**src/rtl/clkgen_pkg.sv**
```systemverilog
// Shared types and constants for the clock source selector.
// Assumes an 8-bit register port with 4-bit ratio fields.
package clkgen_pkg;
    localparam int DW      = 8;
    localparam int AW      = 2;
    localparam int RATIO_W = 4;
    localparam int NTREE   = 3;

    typedef enum logic [1:0] {SEL_MAIN, SEL_PLL, SEL_SUB} sel_t;

    localparam logic [AW-1:0] ADDR_CTRL = 2'd0;
    localparam logic [AW-1:0] ADDR_DIV0 = 2'd1;
    localparam logic [AW-1:0] ADDR_DIV1 = 2'd2;

    localparam logic [1:0] SRC_PLL = 2'b10;
    localparam logic [1:0] SRC_SUB = 2'b11;

    // Map the 2-bit source code to a selection; 00 and 01 alias.
    function automatic sel_t decode_src(input logic [1:0] code);
        if (code == SRC_PLL)      return SEL_PLL;
        else if (code == SRC_SUB) return SEL_SUB;
        else                      return SEL_MAIN;
    endfunction
endpackage

```
**src/rtl/clkgen_regs.sv**
```systemverilog
// Register file: control and two ratio registers, PLL guard, restart pulse.
// Assumes single-cycle writes; reads are combinational.
module clkgen_regs
    import clkgen_pkg::*;
#(
    parameter logic [RATIO_W-1:0] CORE_RST = 4'd0,
    parameter logic [RATIO_W-1:0] PER_RST  = 4'd3,
    parameter logic [RATIO_W-1:0] EXT_RST  = 4'd0
) (
    input  logic               clk,
    input  logic               rst_n,
    input  logic               wr_en,
    input  logic [AW-1:0]      wr_addr,
    input  logic [DW-1:0]      wr_data,
    input  logic [AW-1:0]      rd_addr,
    input  logic               pll_locked,
    output logic [DW-1:0]      rd_data,
    output sel_t               sel,
    output logic               pll_en,
    output logic               sub_en,
    output logic               err,
    output logic               restart,
    output logic [RATIO_W-1:0] ratio_core,
    output logic [RATIO_W-1:0] ratio_per,
    output logic [RATIO_W-1:0] ratio_ext
);
    logic [1:0] src_q;
    logic       ctrl_wr;
    logic       refuse;
    logic [1:0] src_next;

    // Decide the source code a control write would leave behind.
    always_comb begin
        ctrl_wr  = wr_en && (wr_addr == ADDR_CTRL);
        refuse   = ctrl_wr && (wr_data[1:0] == SRC_PLL) && !(wr_data[2] && pll_locked);
        src_next = (ctrl_wr && !refuse) ? wr_data[1:0] : src_q;
        restart  = decode_src(src_next) != decode_src(src_q);
    end

    // Register state updates.
    always_ff @(posedge clk) begin
        if (!rst_n) begin
            src_q      <= 2'b00;
            pll_en     <= 1'b0;
            sub_en     <= 1'b0;
            err        <= 1'b0;
            ratio_core <= CORE_RST;
            ratio_per  <= PER_RST;
            ratio_ext  <= EXT_RST;
        end else begin
            src_q <= src_next;
            if (refuse) err <= 1'b1;
            if (ctrl_wr) begin
                pll_en <= wr_data[2];
                sub_en <= wr_data[3];
            end
            if (wr_en && wr_addr == ADDR_DIV0) begin
                ratio_core <= wr_data[7:4];
                ratio_per  <= wr_data[3:0];
            end
            if (wr_en && wr_addr == ADDR_DIV1) ratio_ext <= wr_data[7:4];
        end
    end

    assign sel = decode_src(src_q);

    // Read multiplexer.
    always_comb begin
        case (rd_addr)
            ADDR_CTRL: rd_data = {3'b000, err, sub_en, pll_en, src_q};
            ADDR_DIV0: rd_data = {ratio_core, ratio_per};
            ADDR_DIV1: rd_data = {ratio_ext, 4'b0000};
            default:   rd_data = '0;
        endcase
    end

    // PLL may only become the source if enabled and locked at the write.
    assert_pll_guard_R7: assert property (@(posedge clk) disable iff (!rst_n)
        (src_q == SRC_PLL && $past(src_q) != SRC_PLL) |-> ($past(pll_locked) && pll_en));

    // Error flag is sticky.
    assert_err_sticky_R7: assert property (@(posedge clk) disable iff (!rst_n)
        err |=> err);
endmodule

```
**src/rtl/clkgen_base_sel.sv**
```systemverilog
// Base tick selection: halves the main tick and muxes in PLL or sub tick.
// Assumes ticks are single-cycle pulses in the system clock domain.
module clkgen_base_sel
    import clkgen_pkg::*;
(
    input  logic clk,
    input  logic rst_n,
    input  sel_t sel,
    input  logic restart,
    input  logic main_tick,
    input  logic pll_tick,
    input  logic sub_tick,
    output logic base_tick
);
    logic phase_q;

    // Divide-by-two phase of the main tick, re-aligned on source change.
    always_ff @(posedge clk) begin
        if (!rst_n || restart) phase_q <= 1'b0;
        else if (main_tick)    phase_q <= ~phase_q;
    end

    // Select the active base tick.
    always_comb begin
        case (sel)
            SEL_PLL: base_tick = pll_tick;
            SEL_SUB: base_tick = sub_tick;
            default: base_tick = main_tick && phase_q;
        endcase
    end

    // Halved main base never ticks on two cycles in a row.
    assert_main_half_R2: assert property (@(posedge clk) disable iff (!rst_n)
        (sel == SEL_MAIN && base_tick) |=> (!base_tick || sel != SEL_MAIN));
endmodule

```
**src/rtl/clkgen_prescaler.sv**
```systemverilog
// One programmable prescaler: emits a pulse every (ratio+1) base ticks.
// Ratio is sampled only at terminal count or restart.
module clkgen_prescaler #(
    parameter int                 RW        = 4,
    parameter logic [RW-1:0]      RST_RATIO = '0
) (
    input  logic          clk,
    input  logic          rst_n,
    input  logic          base_tick,
    input  logic          restart,
    input  logic [RW-1:0] ratio_in,
    output logic          en
);
    logic [RW-1:0] cnt_q;
    logic [RW-1:0] ratio_act_q;

    // Count base ticks, reload ratio at terminal count.
    always_ff @(posedge clk) begin
        if (!rst_n) begin
            cnt_q       <= '0;
            ratio_act_q <= RST_RATIO;
            en          <= 1'b0;
        end else if (restart) begin
            cnt_q       <= '0;
            ratio_act_q <= ratio_in;
            en          <= 1'b0;
        end else if (base_tick) begin
            if (cnt_q == ratio_act_q) begin
                cnt_q       <= '0;
                ratio_act_q <= ratio_in;
                en          <= 1'b1;
            end else begin
                cnt_q <= cnt_q + 1'b1;
                en    <= 1'b0;
            end
        end else begin
            en <= 1'b0;
        end
    end

    assert_en_on_tick_R5: assert property (@(posedge clk) disable iff (!rst_n)
        en |-> $past(base_tick));

    assert_cnt_bound_R5: assert property (@(posedge clk) disable iff (!rst_n)
        cnt_q <= ratio_act_q);

    assert_ratio_hold_R8: assert property (@(posedge clk) disable iff (!rst_n)
        (!$past(base_tick) && !$past(restart)) |-> $stable(ratio_act_q));
endmodule

```
**src/rtl/clkgen_top.sv**
```systemverilog
// Clock source selector with three prescaled enable trees.
// Assumes all source ticks are synchronous single-cycle pulses.
module clkgen_top
    import clkgen_pkg::*;
#(
    parameter logic [RATIO_W-1:0] CORE_RST = 4'd0,
    parameter logic [RATIO_W-1:0] PER_RST  = 4'd3,
    parameter logic [RATIO_W-1:0] EXT_RST  = 4'd0
) (
    input  logic          clk,
    input  logic          rst_n,
    input  logic          main_tick,
    input  logic          pll_tick,
    input  logic          sub_tick,
    input  logic          pll_locked,
    input  logic          wr_en,
    input  logic [1:0]    wr_addr,
    input  logic [7:0]    wr_data,
    input  logic [1:0]    rd_addr,
    output logic [7:0]    rd_data,
    output logic          core_en,
    output logic          per_en,
    output logic          ext_en,
    output logic          pll_on,
    output logic          sub_on,
    output logic          src_err
);
    localparam logic [NTREE*RATIO_W-1:0] RST_PACK = {EXT_RST, PER_RST, CORE_RST};

    sel_t                     sel;
    logic                     restart;
    logic                     base_tick;
    logic [NTREE*RATIO_W-1:0] ratio_pack;
    logic [NTREE-1:0]         tree_en;

    clkgen_regs #(.CORE_RST(CORE_RST), .PER_RST(PER_RST), .EXT_RST(EXT_RST)) u_regs (
        .clk(clk), .rst_n(rst_n), .wr_en(wr_en), .wr_addr(wr_addr), .wr_data(wr_data),
        .rd_addr(rd_addr), .pll_locked(pll_locked), .rd_data(rd_data), .sel(sel),
        .pll_en(pll_on), .sub_en(sub_on), .err(src_err), .restart(restart),
        .ratio_core(ratio_pack[0*RATIO_W +: RATIO_W]),
        .ratio_per (ratio_pack[1*RATIO_W +: RATIO_W]),
        .ratio_ext (ratio_pack[2*RATIO_W +: RATIO_W])
    );

    clkgen_base_sel u_base (
        .clk(clk), .rst_n(rst_n), .sel(sel), .restart(restart),
        .main_tick(main_tick), .pll_tick(pll_tick), .sub_tick(sub_tick),
        .base_tick(base_tick)
    );

    for (genvar g = 0; g < NTREE; g++) begin : g_tree
        clkgen_prescaler #(.RW(RATIO_W), .RST_RATIO(RST_PACK[g*RATIO_W +: RATIO_W])) u_psc (
            .clk(clk), .rst_n(rst_n), .base_tick(base_tick), .restart(restart),
            .ratio_in(ratio_pack[g*RATIO_W +: RATIO_W]), .en(tree_en[g])
        );
    end

    assign core_en = tree_en[0];
    assign per_en  = tree_en[1];
    assign ext_en  = tree_en[2];
endmodule

```
**config.mk**
```make
export PLATFORM = sky130hd
export DESIGN_NAME = clkgen_top
export DESIGN_NICKNAME = d
export VERILOG_FILES = /design/src/rtl/clkgen_pkg.sv /design/src/rtl/clkgen_regs.sv /design/src/rtl/clkgen_base_sel.sv /design/src/rtl/clkgen_prescaler.sv /design/src/rtl/clkgen_top.sv
export SDC_FILE = /design/constraint.sdc
export NUM_CORES = 1
export LEC_CHECK = 0
export ABC_AREA = 1
export BUFFER_PORTS_ARGS = -buffer_cell sky130_fd_sc_hd__buf_2
export CORE_UTILIZATION = 60
export CTS_BUF_LIST = sky130_fd_sc_hd__clkbuf_4 sky130_fd_sc_hd__clkbuf_8 sky130_fd_sc_hd__clkbuf_16
export CTS_CLUSTER_DIAMETER = 40
export DETAILED_ROUTE_END_ITERATION = 10
export PLACE_DENSITY = 0.84
export RECOVER_POWER = 50
export SLEW_MARGIN = 10
export SYNTH_ARGS = -nofsm -noshare
export SYNTH_HDL_FRONTEND = slang
export SYNTH_SLANG_ARGS = --single-unit
export TNS_END_PERCENT = 30
```
**constraint.sdc**
```tcl
create_clock -name clk -period 2.2 [get_ports clk]
set_input_delay 0.22 -clock clk [delete_from_list [all_inputs] [get_ports clk]]
set_output_delay 0.22 -clock clk [all_outputs]
set_load 0.02 [all_outputs]
```
==> impl_metrics.csv, run 1 <==
group,metric,value,unit
outcome,status,"finished, final reports clean",
critical_path,crit_required,2.47,ns
critical_path,arrival,1.89,ns
yosys,synthAdderAreaFrac,1.74,%
layout,n_fill_cell,299,
placed_design,place_ws,0.512,ns
floorplanning,die_width,62.0,µm
placed_design,dp.cells,361,
grt,gr-total-overflow,0,
floorplanning,io_pins,33,
timing,layout_setup_ws,0.585,ns
grt,antenna_found_initial,0,
power_and_ir_drop,leakage,1.08,nW
clocking,post_cts_buffers,0,
drt,dr.pass1.iters,4,
yosys,syn_nets,314,
critical_path,cp-start-kind,"flip-flop",
floorplanning,dieArea,3850,µm²
yosys,synth_top_family_by_area,"simple AND/OR/NAND/NOR gates",
power_and_ir_drop,powerDensity,679,nW/µm²
critical_path,slowest_stage,"dfxtp_1",
yosys,synth-seq-cells,45,
drt,drt-total-wl,4.16,mm
layout,finalCoreUtilization,70.3,%
layout,layout.cells.non_filler,369,
yosys,netlist_area,2160,µm²
worst_hold_path,min_path_cells,3,
clocking,clk_pin_slew,0.12,ns
yosys,synth-async-reset-ratio,0,%
clocking,cts-resized-gates,0,
critical_path,path_cells,"nand2_1 -> nor2_1 -> nand2_1 -> nand2_2 -> nand2_2 -> a21oi_1",
timing,grt_setup_unrepaired,"false",
timing,finalSetupTns,0,ns
timing,slew_headroom,24.7,%
yosys,synth-edff-count,0,
critical_path,slowest_delay,0.44,ns
floorplanning,start_util,63.8,%
worst_hold_path,hold_path_class,"in -> reg",
power_and_ir_drop,finalPower,1.62,mW
clocking,clockBufferDepth,2,
timing,min_period,1.62,ns
floorplanning,row_count,21,
timing,setup_viol_count_final,0,
drt,drc,0,
grt,grt_pass1_vias,1624,
floorplanning,die_y,62.0,µm
critical_path,critPathCaptureType,"flip-flop",
grt,grt_pass1_wl,6.69,mm
timing,skew,0.00893,ns
layout,layout-drive-gt1-share,12.4,%
layout,diodes,0,
drt,drt_iter0_markers,133,
grt,grt_max_degree,30,
layout,areaGrowthSynthToFinish,10.2,%
placed_design,portBuffers,32,
drt,vias_per_cell,5.16,
layout,layout_common_cells,"dfxtp_1 (45), nand2_1 (44), inv_1 (35), a21oi_1 (35), nor2_1 (33)",
timing,max_freq,619,MHz
yosys,synth_seq_area_share,41.7,%
timing,finalCritPeriodShare,73.4,%
power_and_ir_drop,ir_worst_vdd,0.420,mV
timing,worstMarginPinSlew,1.13,ns
job,cap_violations,0,
yosys,synthMuxAreaShare,0,%
clocking,tritoncts,"yes",
critical_path,r2r_cells,6,
drt,ant_nets,0,
drt,vias,1904,
critical_path,worstSetupPathType,"reg -> reg",
placed_design,dpl.hpwl,3.01,mm
layout,finalNetCount,344,
clocking,clk_latency,0.35,ns
yosys,synth-xor-area-share,6.49,%
clocking,cts_hold_buf,0,
placed_design,globalplace.congestion,0.791,
grt,grtUsageTotal,23.6,%
timing,drv_slew,0,
yosys,synth.distinct_cells,28,
floorplanning,core,3390,µm²
layout,final_common_cell,"dfxtp_1",
yosys,synth-compound-area-share,14.7,%
clocking,cts_root_buf,"clkbuf_4",
clocking,clock-sinks,45,
yosys,synthCells,292,
clocking,cts_buffers,5,
yosys,synth_warnings,0,
clocking,cts_max_level,2,
critical_path,cp_max_fo,24,
yosys,avgSynthCellArea,7.40,µm²
yosys,synthSimpleGateAreaFrac,26.3,%
timing,hold_viol,0,
yosys,synth_ff_type,"dfxtp_1",
drt,avgRoutedWirePerCell,11.3,µm
## state kept, by name (all words and copies together) (netlist names)
name / flops
g_tree.u_psc.cnt_q: 12
g_tree.u_psc.en: 3
g_tree.u_psc.ratio_act_q: 12
u_base.phase_q: 1
u_regs.err: 1
u_regs.pll_en: 1
u_regs.ratio_core: 4
u_regs.ratio_ext: 4
u_regs.ratio_per: 4
u_regs.src_q: 2
u_regs.sub_en: 1
## through the flow
stage                     hold slack, ns  instance area, µm²
final                              0.135                2380
after global routing               0.133                2380
after CTS                          0.112                2400
after detailed placement           0.445                2330
after global placement             0.447                2330
after floorplan                    0.350                2160
## kinds of logic after synthesis
family,Yosys count
flops,45
xor+xnor,16
simple gates,122
fa+ha+maj,3
buf+inv,47
compound gates,59
## cell type report
class,count,area [µm²],area share (%)
multi-input cells,200,1060,44.6
inverters,37,139,5.83
well taps,46,57.6,2.42
clock buffers,7,65.1,2.73
clock inverters,1,5.00,0.210
flip-flops and latches,45,901,37.8
repair buffers,33,151,6.36
## synthesized netlist by cell type, types with 3 or more instances
| master | number | area share, % |
|---|---|---|
| nor2_1 | 33 | 5.7 |
| o21ai_0 | 15 | 3.5 |
| a21oi_1 | 35 | 8.1 |
| dfxtp_1 | 45 | 42 |
| clkbuf_1 | 5 | 0.87 |
| nand2_1 | 44 | 7.6 |
| xnor2_1 | 3 | 1.2 |
| inv_1 | 35 | 6.1 |
| buf_4 | 3 | 1.0 |
| nand3_1 | 32 | 7.4 |
| nand3_4 | 3 | 2.4 |
| xor2_1 | 13 | 5.3 |
| ha_1 | 3 | 1.7 |
| o22ai_1 | 5 | 1.4 |
| nand2_2 | 3 | 0.87 |
## final timing paths
kind,startpoint,end,slack (ns)
worst max-delay path,u_regs.src_q[1]$_SDFF_PN0_,g_tree[1].u_psc.cnt_q[1]$_SDFFE_PP0N_,0.58
worst min-delay path,wr_data[0],u_regs.ratio_per[0]$_SDFFE_PN1P_,0.14
worst max register to register,u_regs.src_q[1]$_SDFF_PN0_,g_tree[1].u_psc.cnt_q[1]$_SDFFE_PP0N_,0.58
worst min register to register,u_regs.ratio_per[1]$_SDFFE_PN1P_,g_tree[1].u_psc.ratio_act_q[1]$_SDFFE_PN1P_,0.47
## layer usage
layer / wire length, µm / vias up / share of wire, % / global-route usage, %
met1: 1970 / 823 / 47 / 28.8
met3: 190 / 10 / 4.6 / 5.80
met5: 0 / - / 0 / 0
met2: 1930 / 57 / 46 / 39.5
li1: - / 1014 / - / -
met4: 67 / 0 / 1.6 / 10.2
## power by group
group / internal [mW] / leakage, nW / switching [mW]
registers: 0.862 / 0.367 / 0.0327
clock network: 0.186 / 0.0413 / 0.253
logic: 0.0986 / 0.677 / 0.185
total: 1.15 / 1.08 / 0.470
## critical path: cells and delay by family, from the launching register on
kind | cells | cell delay (ns)
AO/OA/AOI/OAI | 1 | 0.24
AND/OR/NAND/NOR | 5 | 0.87
flip-flops | 1 | 0.44
Note: power is estimated with default switching activity, not from simulation.
==> inputs of run 2 (changes only) <==
Settings changed: ABC_AREA 1 to 0, CORE_UTILIZATION 60 to 56, PLACE_DENSITY 0.84 to 0.79.
Clock period 2.2 ns to 1.5 ns, I/O delays scaled along.
==> impl_metrics.csv, run 2 <==
group,metric,value,unit
timing,min_period,1.44,ns
job,cap_violations,0,
critical_path,timing.rr.end,"g_tree[0].u_psc.ratio_act_q[2]$_SDFFE_PN0P_",
timing,worstMarginPinSlew,0.494,ns
floorplanning,die_width,64.6,µm
timing,hold_viol,0,
worst_hold_path,hold_path_class,"in -> reg",
grt,grtUsageTotal,22.3,%
critical_path,reg2reg_from,"u_regs.src_q[0]$_SDFF_PN0_",
yosys,synth-async-reset-ratio,0,%
layout,layout_common_cells,"dfxtp_1 (43), nand2_1 (41), mux2i_1 (30), buf_2 (20), nor2b_1 (17)",
critical_path,worstSetupPathType,"reg -> reg",
clocking,tritoncts,"yes",
drt,ant_nets,0,
yosys,synthCells,235,
clocking,clk_pin_slew,0.09,ns
timing,finalSetupTns,0,ns
drt,vias,1800,
timing,finalCritPeriodShare,96.2,%
yosys,yosysMostFrequentCell,"dfxtp_1",
timing,slew_headroom,67.0,%
power_and_ir_drop,leakage,1.05,nW
placed_design,globalplace.congestion,0.785,
timing,grt_setup_unrepaired,"false",
critical_path,r2r_cells,5,
layout,design_area,2580,µm²
critical_path,crit_required,1.69,ns
layout,finalCoreUtilization,69.5,%
floorplanning,dieArea,4170,µm²
yosys,synth-seq-cells,45,
layout,layout.cells.non_filler,327,
timing,hold-worst-slack,0.104,ns
grt,gr-total-overflow,0,
placed_design,placed_cell_area,2500,µm²
timing,skew,0.0108,ns
placed_design,portBuffers,32,
power_and_ir_drop,ir_worst_vdd,0.635,mV
power_and_ir_drop,clockPowerShare,32.8,%
yosys,synth_warnings,0,
worst_hold_path,hp-start,"wr_data[3]",
clocking,cts_max_level,2,
clocking,clockBufferDepth,2,
timing,max_freq,693,MHz
critical_path,reg2reg_slack,0.06,ns
drt,drt-total-wl,4.20,mm
yosys,synth_seq_area_share,41.0,%
layout,diodes,0,
critical_path,arrival,1.64,ns
clocking,cts_buffers,5,
clocking,clk_latency,0.30,ns
yosys,netlist_area,2190,µm²
layout,n_fill_cell,322,
floorplanning,start_util,59.1,%
grt,antenna_found_initial,0,
yosys,synth.distinct_cells,30,
clocking,cts_root_buf,"clkbuf_8",
drt,drt_iter0_markers,136,
drt,avgRoutedWirePerCell,12.8,µm
yosys,synth_ff_type,"dfxtp_1",
yosys,synthTopCellsByArea,"dfxtp_1 (41%), mux2i_1 (14%), nand2_1 (7.0%)",
drt,vias_per_cell,5.50,
power_and_ir_drop,combPwrFrac,13.5,%
power_and_ir_drop,powerDensity,898,nW/µm²
grt,grt_pass1_wl,7.26,mm
floorplanning,io_pins,33,
grt,grt_max_degree,23,
drt,dr.pass1.iters,4,
placed_design,dp.cells,319,
grt,grt_pass1_vias,1678,
yosys,synth_top_area_share,41.0,%
critical_path,critPathCaptureType,"flip-flop",
clocking,post_cts_buffers,0,
placed_design,dpl.hpwl,3.19,mm
drt,drc,0,
timing,drv_slew,0,
worst_hold_path,min_path_cells,3,
critical_path,cp-start-kind,"flip-flop",
outcome,status,"finished, final reports clean",
yosys,synthTopCellsByCount,"dfxtp_1 (45), nand2_1 (41), mux2i_1 (31)",
yosys,yosysTopAreaCell,"dfxtp_1",
layout,finalNetCount,300,
yosys,syn_nets,257,
floorplanning,row_count,22,
timing,setup_viol_count_final,0,
worst_hold_path,holdPathEnd,"u_regs.sub_en$_SDFFE_PN0P_",
layout,areaGrowthSynthToFinish,17.6,%
layout,layout-drive-gt1-share,17.9,%
floorplanning,die_y,64.6,µm
layout,top_regs,"g_tree.u_psc.cnt_q x12, g_tree.u_psc.ratio_act_q x12",
yosys,synth-edff-count,0,
floorplanning,core,3720,µm²
yosys,avgSynthCellArea,9.34,µm²
power_and_ir_drop,internal_power,1.70,mW
clocking,clock-sinks,45,
power_and_ir_drop,power_switching,0.619,mW
power_and_ir_drop,pwr-share-seq,53.7,%
critical_path,cp_max_fo,4,
layout,final_common_cell,"dfxtp_1",
power_and_ir_drop,sw_frac_of_total,26.7,%
[run 2: cell types whose count changed after synthesis, moves of 5 or more]
cell / change
nand3b_1: +7
mux2i_1: +31
nor2b_1: +17
xor2_1: -13
xnor2_1: +10
a21oi_1: -27
nand3_1: -20
nor2_1: -24
inv_1: -35
a31oi_1: +6
o22ai_1: -5
o21ai_0: -13
[run 2: final cells by class]
class	count	area [µm²]	share of cell area (%)
Clock buffer	5	68.8	2.67
Clock inverter	3	21.3	0.824
Multi-Input combinational cell	178	1250	48.5
Sequential cell	45	903	35.0
Tap cell	48	60.1	2.33
Timing Repair Buffer	48	275	10.7
[run 2: how the worst max path moves through the flow]
stage,startpoint,endpoint
3_5_place_dp,wr_addr[1],g_tree[0].u_psc.ratio_act_q[2]$_SDFFE_PN0P_
6_report,u_regs.src_q[0]$_SDFF_PN0_,g_tree[0].u_psc.ratio_act_q[2]$_SDFFE_PN0P_
2_1_floorplan,u_regs.src_q[0]$_SDFF_PN0_,g_tree[2].u_psc.cnt_q[2]$_SDFFE_PP0N_
4_1_cts,u_regs.src_q[0]$_SDFF_PN0_,g_tree[0].u_psc.ratio_act_q[2]$_SDFFE_PN0P_
5_1_grt,u_regs.src_q[0]$_SDFF_PN0_,g_tree[1].u_psc.ratio_act_q[1]$_SDFFE_PN1P_
3_3_place_gp,wr_addr[1],g_tree[1].u_psc.ratio_act_q[0]$_SDFFE_PN1P_
[run 2: critical path: stages, from the launching register on]
cell and delay (ns):
dfxtp_2 0.34, buf_4 0.14, mux2i_2 0.15, mux2_4 0.31, o32a_4 0.26, mux2i_1 0.13
[run 2: kinds of logic (layout without fill, tap and decap cells)]
logic type	Yosys count	after routing	share of synthesized area (%)
AOI/OAI and AO/OA	29	29	11.6
and+or+nand+nor	101	101	23.2
muxes	32	32	14.7
buffers and inverters	12	56	2.62
adders and majority gates	3	3	1.71
xor gates and xnor gates	13	13	5.19
DFF	45	45	41.0
[run 2: repair_timing]
action / in CTS / in global routing
setup endpoints to repair: 0 / 19
resized for setup: 0 / 5
hold buffers: 0 / 0
hold endpoints to repair: 0 / 0
[run 2: per-stage QoR]
step,setup WS (ns),power (mW)
after CTS,0.00561,2.33
final,0.0569,2.32
after global placement,0.0430,1.58
after floorplan,0.0925,1.47
after detailed placement,0.0192,1.59
after global routing,0.0170,2.41
[run 2: power by group through the flow]
stage | Sequential [mW] | Clock, mW | Combinational [mW]
after floorplan | 1.27 | 0 | 0.196
after global placement | 1.27 | 0 | 0.307
after detailed placement | 1.27 | 0 | 0.314
after CTS | 1.24 | 0.769 | 0.315
after global routing | 1.25 | 0.822 | 0.339
final | 1.25 | 0.760 | 0.313
[run 2: metal layers]
metal | GRT usage (%) | wire [µm] | vias to the layer above
met2 | 37.1 | 2000 | 37
li1 | - | - | 914
met5 | 0 | 0 | -
met3 | 5.99 | 145 | 7
met4 | 6.39 | 35 | 0
met1 | 28.0 | 2020 | 842
